==> src/rtl/vlt_pkg.sv <==
package vlt_pkg;

    localparam int VLT_ADDR_W = 17;

    typedef enum logic [2:0] {
        ST_IDLE,
        ST_TAB_LO,
        ST_TAB_HI,
        ST_ENTRY,
        ST_FETCH0,
        ST_LOAD,
        ST_SHOW
    } fetch_state_t;

    localparam logic [1:0] SEL_TABLE = 2'd0;
    localparam logic [1:0] SEL_VPOS  = 2'd1;
    localparam logic [1:0] SEL_MODE  = 2'd2;

endpackage

==> src/rtl/vlt_cfg_regs.sv <==
module vlt_cfg_regs #(
    parameter int TB_W   = 7,
    parameter int VPOS_W = 8
) (
    input  logic              clk,
    input  logic              rst_n,
    input  logic              cfg_we,
    input  logic [1:0]        cfg_sel,
    input  logic [7:0]        cfg_data,
    output logic [TB_W-1:0]   tbase_o,
    output logic [VPOS_W-1:0] vpos_o,
    output logic              rev_o,
    output logic              en_o
);
    import vlt_pkg::*;

    always_ff @(posedge clk) begin
        if (!rst_n) begin
            tbase_o <= '0;
            vpos_o  <= '0;
            rev_o   <= 1'b0;
            en_o    <= 1'b0;
        end else if (cfg_we) begin
            case (cfg_sel)
                SEL_TABLE: tbase_o <= cfg_data[7 -: TB_W];
                SEL_VPOS:  vpos_o  <= cfg_data[VPOS_W-1:0];
                SEL_MODE: begin
                    rev_o <= cfg_data[7];
                    en_o  <= cfg_data[6];
                end
                default: ;
            endcase
        end
    end

    AST_MODE_WRITE: assert property (@(posedge clk) disable iff (!rst_n)
        cfg_we && cfg_sel == SEL_MODE |=> rev_o == $past(cfg_data[7]) && en_o == $past(cfg_data[6]));
    AST_SPARE_SEL_INERT: assert property (@(posedge clk) disable iff (!rst_n)
        cfg_we && cfg_sel == 2'd3 |=> $stable(tbase_o) && $stable(vpos_o) && $stable(rev_o) && $stable(en_o));

endmodule

==> src/rtl/vlt_line_track.sv <==
module vlt_line_track #(
    parameter int ROWS   = 256,
    parameter int CNT_W  = 10,
    parameter int VPOS_W = 8,
    parameter int ROW_W  = $clog2(ROWS)
) (
    input  logic              clk,
    input  logic              rst_n,
    input  logic              frame_start,
    input  logic              line_start,
    input  logic [VPOS_W-1:0] vpos,
    output logic              line_go,
    output logic [ROW_W-1:0]  row
);
    localparam int DIFF_W = CNT_W + 1;

    logic [CNT_W-1:0]  cnt_q;
    logic [CNT_W-1:0]  idx;
    logic [DIFF_W-1:0] diff;
    logic              in_window;

    assign idx       = frame_start ? '0 : cnt_q;
    assign diff      = {1'b0, idx} - {{(DIFF_W-VPOS_W){1'b0}}, vpos};
    assign in_window = !diff[DIFF_W-1] && (diff < DIFF_W'(ROWS));
    assign line_go   = line_start && in_window;
    assign row       = diff[ROW_W-1:0];

    always_ff @(posedge clk) begin
        if (!rst_n) begin
            cnt_q <= '0;
        end else if (frame_start) begin
            cnt_q <= line_start ? CNT_W'(1) : '0;
        end else if (line_start && cnt_q != '1) begin
            cnt_q <= cnt_q + 1'b1;
        end
    end

endmodule

==> src/rtl/vlt_fetch_fsm.sv <==
module vlt_fetch_fsm #(
    parameter int ROW_W  = 8,
    parameter int BYTES  = 90,
    parameter int STRIDE = 8,
    parameter int ADDR_W = vlt_pkg::VLT_ADDR_W,
    parameter int TB_W   = ADDR_W - ROW_W - 2
) (
    input  logic              clk,
    input  logic              rst_n,
    input  logic              line_go,
    input  logic [ROW_W-1:0]  row,
    input  logic [TB_W-1:0]   tbase,
    input  logic              rev,
    input  logic              en,
    input  logic [7:0]        mem_data,
    output logic              mem_req,
    output logic [ADDR_W-1:0] mem_addr,
    output logic              pix_out,
    output logic              pix_blank
);
    import vlt_pkg::*;

    localparam int BYTE_W = $clog2(BYTES + 1);

    fetch_state_t      cur_q, nxt;
    logic [ROW_W-1:0]  row_q;
    logic [7:0]        ent_lo_q;
    logic [ADDR_W-1:0] fetch_addr_q;
    logic [7:0]        shreg_q;
    logic [2:0]        bit_q;
    logic [BYTE_W-1:0] byte_q;
    logic [ADDR_W-1:0] tab_addr;
    logic              more_bytes;
    logic              prefetch;

    assign tab_addr   = {tbase, 1'b0, row_q, 1'b0};
    assign more_bytes = byte_q < BYTE_W'(BYTES);
    assign prefetch   = (cur_q == ST_SHOW) && (bit_q == 3'd6) && more_bytes;

    // state register
    always_ff @(posedge clk) begin
        if (!rst_n) cur_q <= ST_IDLE;
        else        cur_q <= nxt;
    end

    always_comb begin
        nxt = cur_q;
        unique case (cur_q)
            ST_IDLE:   if (line_go) nxt = ST_TAB_LO;
            ST_TAB_LO: nxt = ST_TAB_HI;
            ST_TAB_HI: nxt = ST_ENTRY;
            ST_ENTRY:  nxt = ST_FETCH0;
            ST_FETCH0: nxt = ST_LOAD;
            ST_LOAD:   nxt = ST_SHOW;
            ST_SHOW:   if (bit_q == 3'd7 && !more_bytes) nxt = ST_IDLE;
            default:   nxt = ST_IDLE;
        endcase
    end

    // datapath
    always_ff @(posedge clk) begin
        if (!rst_n) begin
            row_q        <= '0;
            ent_lo_q     <= '0;
            fetch_addr_q <= '0;
            shreg_q      <= '0;
            bit_q        <= '0;
            byte_q       <= '0;
        end else begin
            unique case (cur_q)
                ST_IDLE:   if (line_go) row_q <= row;
                ST_TAB_HI: ent_lo_q <= mem_data;
                ST_ENTRY:  fetch_addr_q <= {mem_data, ent_lo_q[7:3], 1'b0, ent_lo_q[2:0]};
                ST_FETCH0: fetch_addr_q <= fetch_addr_q + ADDR_W'(STRIDE);
                ST_LOAD: begin
                    shreg_q <= mem_data;
                    bit_q   <= 3'd0;
                    byte_q  <= BYTE_W'(1);
                end
                ST_SHOW: begin
                    bit_q <= bit_q + 3'd1;
                    if (bit_q == 3'd7) begin
                        shreg_q <= mem_data;
                        if (more_bytes) byte_q <= byte_q + 1'b1;
                    end else begin
                        shreg_q <= {shreg_q[6:0], 1'b0};
                    end
                    if (prefetch) fetch_addr_q <= fetch_addr_q + ADDR_W'(STRIDE);
                end
                default: ;
            endcase
        end
    end

    // outputs
    always_comb begin
        mem_req   = 1'b0;
        mem_addr  = fetch_addr_q;
        pix_out   = 1'b0;
        pix_blank = 1'b1;
        unique case (cur_q)
            ST_TAB_LO: begin mem_req = 1'b1; mem_addr = tab_addr; end
            ST_TAB_HI: begin mem_req = 1'b1; mem_addr = tab_addr | ADDR_W'(1); end
            ST_FETCH0: mem_req = 1'b1;
            ST_SHOW: begin
                mem_req   = prefetch;
                pix_blank = !en;
                pix_out   = en && (shreg_q[7] ^ rev);
            end
            default: ;
        endcase
    end

    AST_TABLE_PAIR: assert property (@(posedge clk) disable iff (!rst_n)
        cur_q == ST_TAB_LO |=> mem_req && mem_addr == $past(mem_addr) + ADDR_W'(1));
    AST_STRIDE_STEP: assert property (@(posedge clk) disable iff (!rst_n)
        mem_req && cur_q == ST_SHOW |-> mem_addr == $past(mem_addr, 8) + ADDR_W'(STRIDE));
    AST_BYTE_BOUND: assert property (@(posedge clk) disable iff (!rst_n)
        byte_q <= BYTE_W'(BYTES));
    AST_SHOW_ENTRY: assert property (@(posedge clk) disable iff (!rst_n)
        cur_q == ST_LOAD |=> cur_q == ST_SHOW && bit_q == 3'd0 && byte_q == BYTE_W'(1));
    AST_IDLE_QUIET: assert property (@(posedge clk) disable iff (!rst_n)
        cur_q == ST_IDLE |-> !mem_req && pix_blank && !pix_out);
    AST_BUSY_HOLD: assert property (@(posedge clk) disable iff (!rst_n)
        cur_q == ST_SHOW && bit_q != 3'd7 |=> cur_q == ST_SHOW);

endmodule

==> src/rtl/linetab_video_gen.sv <==
module linetab_video_gen #(
    parameter int ROWS   = 256,
    parameter int BYTES  = 90,
    parameter int STRIDE = 8,
    parameter int CNT_W  = 10
) (
    input  logic        clk,
    input  logic        rst_n,
    input  logic        cfg_we,
    input  logic [1:0]  cfg_sel,
    input  logic [7:0]  cfg_data,
    input  logic        frame_start,
    input  logic        line_start,
    output logic        mem_req,
    output logic [16:0] mem_addr,
    input  logic [7:0]  mem_data,
    output logic        pix_out,
    output logic        pix_blank
);
    localparam int ADDR_W = vlt_pkg::VLT_ADDR_W;
    localparam int ROW_W  = $clog2(ROWS);
    localparam int VPOS_W = 8;
    localparam int TB_W   = ADDR_W - ROW_W - 2;

    logic [TB_W-1:0]   tbase;
    logic [VPOS_W-1:0] vpos;
    logic              rev, en, line_go;
    logic [ROW_W-1:0]  row;

    vlt_cfg_regs #(.TB_W(TB_W), .VPOS_W(VPOS_W)) u_cfg (
        .clk(clk), .rst_n(rst_n), .cfg_we(cfg_we), .cfg_sel(cfg_sel), .cfg_data(cfg_data),
        .tbase_o(tbase), .vpos_o(vpos), .rev_o(rev), .en_o(en)
    );

    vlt_line_track #(.ROWS(ROWS), .CNT_W(CNT_W), .VPOS_W(VPOS_W), .ROW_W(ROW_W)) u_track (
        .clk(clk), .rst_n(rst_n), .frame_start(frame_start), .line_start(line_start),
        .vpos(vpos), .line_go(line_go), .row(row)
    );

    vlt_fetch_fsm #(.ROW_W(ROW_W), .BYTES(BYTES), .STRIDE(STRIDE), .ADDR_W(ADDR_W), .TB_W(TB_W)) u_fsm (
        .clk(clk), .rst_n(rst_n), .line_go(line_go), .row(row), .tbase(tbase), .rev(rev), .en(en),
        .mem_data(mem_data), .mem_req(mem_req), .mem_addr(mem_addr),
        .pix_out(pix_out), .pix_blank(pix_blank)
    );

endmodule

==> config.mk <==
export PLATFORM = sky130hd
export DESIGN_NAME = linetab_video_gen
export DESIGN_NICKNAME = d
export VERILOG_FILES = /design/src/rtl/vlt_pkg.sv /design/src/rtl/vlt_cfg_regs.sv /design/src/rtl/vlt_line_track.sv /design/src/rtl/vlt_fetch_fsm.sv /design/src/rtl/linetab_video_gen.sv
export SDC_FILE = /design/constraint.sdc
export NUM_CORES = 1
export LEC_CHECK = 0
export CAP_MARGIN = 20
export CELL_PAD_IN_SITES_DETAIL_PLACEMENT = 0
export CELL_PAD_IN_SITES_GLOBAL_PLACEMENT = 1
export CORE_MARGIN = 2
export CORE_UTILIZATION = 43
export CTS_CLUSTER_SIZE = 30
export DETAILED_ROUTE_END_ITERATION = 8
export PLACE_DENSITY_LB_ADDON = 0.1
export SYNTH_ARGS = -nofsm -noshare
export SYNTH_HDL_FRONTEND = slang
export SYNTH_SLANG_ARGS = --single-unit
==> constraint.sdc <==
create_clock -name clk -period 3.5 [get_ports clk]
set_clock_uncertainty 0.05 [all_clocks]
set_input_delay 0.525 -clock clk [delete_from_list [all_inputs] [get_ports clk]]
set_output_delay 0.525 -clock clk [all_outputs]
set_load 0.02 [all_outputs]
==> results.toml, run 1 <==
[grt]
grt_max_degree = 47
grt_use_total = 0.2151
grt_pass1_wl_um = 18530
grt_pass1_vias = 3705
overflow = 0
antenna_found_initial = 0

[yosys]
synth_area_sq_um = 4400
yosys_warnings = 0
syn_area_per_cell_sq_um = 8.414
ys_types = 56
synth_top_area_frac = 0.3685
yosys.area.top_type = "dfxtp_1"
yosysSeqAreaShare = 0.3685
synthTopCellsByArea = "dfxtp_1, mux2i_1, nor2_1"
synthCells = 523
syn_nets = 561
async_flop_share = 0
synth-edff-count = 0
synth_ff_type = "dfxtp_1"
ys_ff_latch = 81

[final_layout]
drive_gt1_frac = 0.09490
layout.nets = 603
nFillCells = 957
area_growth_pct = 17.86
fin_util = 0.5257
diodes = 0

[detailed_routing]
drc_errors = 0
via_count = 3832
viasPerCell = 5.459
wl_per_cell_um = 16.22
routed_wl_um = 11380
dr.pass1.iters = 5
antenna_left = 0
drtIter0Drc = 129

[clocking]
htreeDepth = 3
clock-sinks = 81
clk_path_buf_depth = 2
tritoncts = "yes"
cts_buffers = 9
post-cts-setup-buffer-count = 0
clk_latency_ns = 0.38
holdBufCountCts = 0
cts_resized = 0
cts.clk_slew.worst_paths_ns = 0.08
clockRootBuffer = "clkbuf_8"

[setup_path]
cp_max_fo = 13
worstPathRequired_ns = 2.92
endpoint_kind = "output pin"
arrival_ns = 2.69
r2r-start = "u_track.cnt_q[0]"
cp-startpoint = "u_fsm.cur_q[1]"
crit_path_start_kind = "flop"
cpPeakStageDelay_ns = 0.55
worstPathCellList = "inv_1, nor2_1, or2_1, nor2b_1, buf_4, mux2_2, clkdlybuf4s50_1"
crit_type = "reg2out"
slowest_stage = "clkdlybuf4s50_1"

[floorplanning]
pin_count = 43
row_count = 36
die_h_um = 105.2
start_util = 0.4461
die_w_um = 105.2
core-area_sq_um = 9864
dieArea_sq_um = 11060

[power_and_ir_drop]
seq_power_share = 0.482
p_clk_frac = 0.340
combPwrFrac = 0.178
max-vdd-ir-drop_uv = 352.8
p_sw_frac = 0.2831
p_leak_uw = 0.001967
p_int_uw = 1464
switchingPower_uw = 578.3
p_per_area_nw_per_um2 = 393.9

[sta]
min_period_over_period = 0.9332
rsz0062_at_grt = "no"
period_minus_slack_ns = 3.266
worst_pin_slew_ns = 0.6272
max_slew_margin = 0.5806
holdWs_ns = 0.4209
drv_slew = 0
fmax_mhz = 306.2
tns_ns = 0
setup_viol = 0
final_hold_viol_count = 0

[min_path]
hold_start = "u_fsm.ent_lo_q[0]"
worstHoldPathType = "reg2reg"

[placement]
dp_hpwl_um = 8436
io_buffer_count = 42
place_congestion = 0.8562

[outcome]
outcome = "finished, final reports clean"

[flow_run]
max_cap_violations = 0
per-layer routing:
layer / up-vias / wire length, um / GRT usage
met1: 1822 / 5247 / 0.2684
met5: - / 0 / 0
met4: 0 / 142 / 0.06190
met3: 12 / 516 / 0.06176
li1: 1925 / - / -
met2: 73 / 5477 / 0.3604
flip-flops by register name (all words and copies together) (netlist names):
name                count
u_fsm.ent_lo_q          8
u_cfg.tbase_o           7
u_fsm.byte_q            7
u_cfg.en_o              1
u_cfg.vpos_o            8
u_fsm.fetch_addr_q     17
u_fsm.cur_q             3
u_fsm.row_q             8
u_track.cnt_q          10
u_fsm.shreg_q           8
u_cfg.rev_o             1
u_fsm.bit_q             3
layout make-up:
class | count | area [sq um] | share of cell area
repair buffers | 56 | 525.5 | 0.1013
inverters | 18 | 67.56 | 0.01303
flip-flops and latches | 81 | 1622 | 0.3127
clock inverters | 5 | 56.30 | 0.01086
clock buffers | 10 | 137.6 | 0.02654
well taps | 133 | 166.4 | 0.03209
multi-input cells | 399 | 2611 | 0.5035
power groups by stage:
| stage | clock network (uW) | logic [uW] | registers (uW) |
|---|---|---|---|
| after floorplan | 0 | 247 | 992 |
| after global placement | 0 | 362 | 1000 |
| after detailed placement | 0 | 365 | 1000 |
| after CTS | 720 | 367 | 983 |
| after global routing | 761 | 398 | 989 |
| final | 695 | 364 | 984 |
through the flow:
step | setup slack [ns] | std cells | cell area [sq um] | total power [uW]
global placement | 0.2470 | 687 | 4992 | 1366
detailed placement | 0.2144 | 687 | 4992 | 1369
floorplan | 0.6814 | 523 | 4400 | 1239
finish | 0.2338 | 702 | 5186 | 2043
CTS | 0.2221 | 702 | 5186 | 2070
global route | 0.04244 | 702 | 5186 | 2147
cell usage in the layout (no fill, tap or decap), types with 12 or more instances in the layout:
cell type | netlist | routed
clkdlybuf4s50_1 | 0 | 42
mux2_2 | 14 | 14
nor2_1 | 81 | 81
nand3_1 | 16 | 16
ha_1 | 14 | 14
dfxtp_1 | 81 | 81
buf_4 | 0 | 14
nor2b_1 | 12 | 12
a21oi_1 | 30 | 30
mux2i_1 | 38 | 38
nand2b_1 | 12 | 12
a211oi_1 | 18 | 18
inv_1 | 18 | 17
o21ai_0 | 12 | 12
nand2_1 | 47 | 47
path summary, 6_finish.rpt:
| kind | to | slack, ns | cells past startpoint |
|---|---|---|---|
| worst min-delay path | u_fsm.fetch_addr_q[0] | 0.42 | 2 |
| worst max register to register | u_fsm.row_q[2] | 0.89 | 9 |
| worst max-delay path | mem_addr[1] | 0.23 | 7 |
| worst min register to register | u_fsm.fetch_addr_q[0] | 0.42 | 2 |
cells in the mapped netlist, drive strengths merged, types with 3 or more instances:
cell    count
and2        4
buf         8
nand3b      6
nor2       83
nand2      48
o21ai      14
clkbuf     17
nand4      10
a21oi      31
inv        18
or3         3
nor2b      13
xor2        7
xnor2       8
mux2i      38
a31oi       3
mux2       14
ha         14
a21o        5
o41ai       3
and3        8
dfxtp      81
nor3        5
a211oi     18
nand3      16
o221ai      3
nand2b     12
o21a        4
a311oi      5
kinds of logic (layout without fill, tap and decap cells):
family | Yosys count | after routing | share of synthesized area
AOI/OAI and AO/OA | 100 | 100 | 0.1601
and+or+nand+nor | 217 | 217 | 0.2368
xor gates and xnor gates | 15 | 15 | 0.02986
DFF | 81 | 81 | 0.3685
muxes | 52 | 52 | 0.1223
buffers and inverters | 43 | 89 | 0.03810
adders and majority gates | 15 | 15 | 0.04436
critical path, delay by kind of cell (launching register included):
family	cells	cell delay (ns)
buffers and inverters	3	0.96
AND/OR/NAND/NOR	3	0.49
flip-flops	1	0.47
multiplexers	1	0.39
No activity file was read; power rests on OpenSTA's default activity.
==> run 2, diff against run 1 <==
--- a/config.mk
+++ b/config.mk
@@ -13,6 +13,8 @@
 export CTS_CLUSTER_SIZE = 30
 export DETAILED_ROUTE_END_ITERATION = 8
 export PLACE_DENSITY_LB_ADDON = 0.1
+export SETUP_SLACK_MARGIN = 0.02
+export SKIP_LAST_GASP = 1
 export SYNTH_ARGS = -nofsm -noshare
 export SYNTH_HDL_FRONTEND = slang
 export SYNTH_SLANG_ARGS = --single-unit
==> results of run 2 <==
Same layout as run 1: the final DEF is identical, and so are final timing and power.
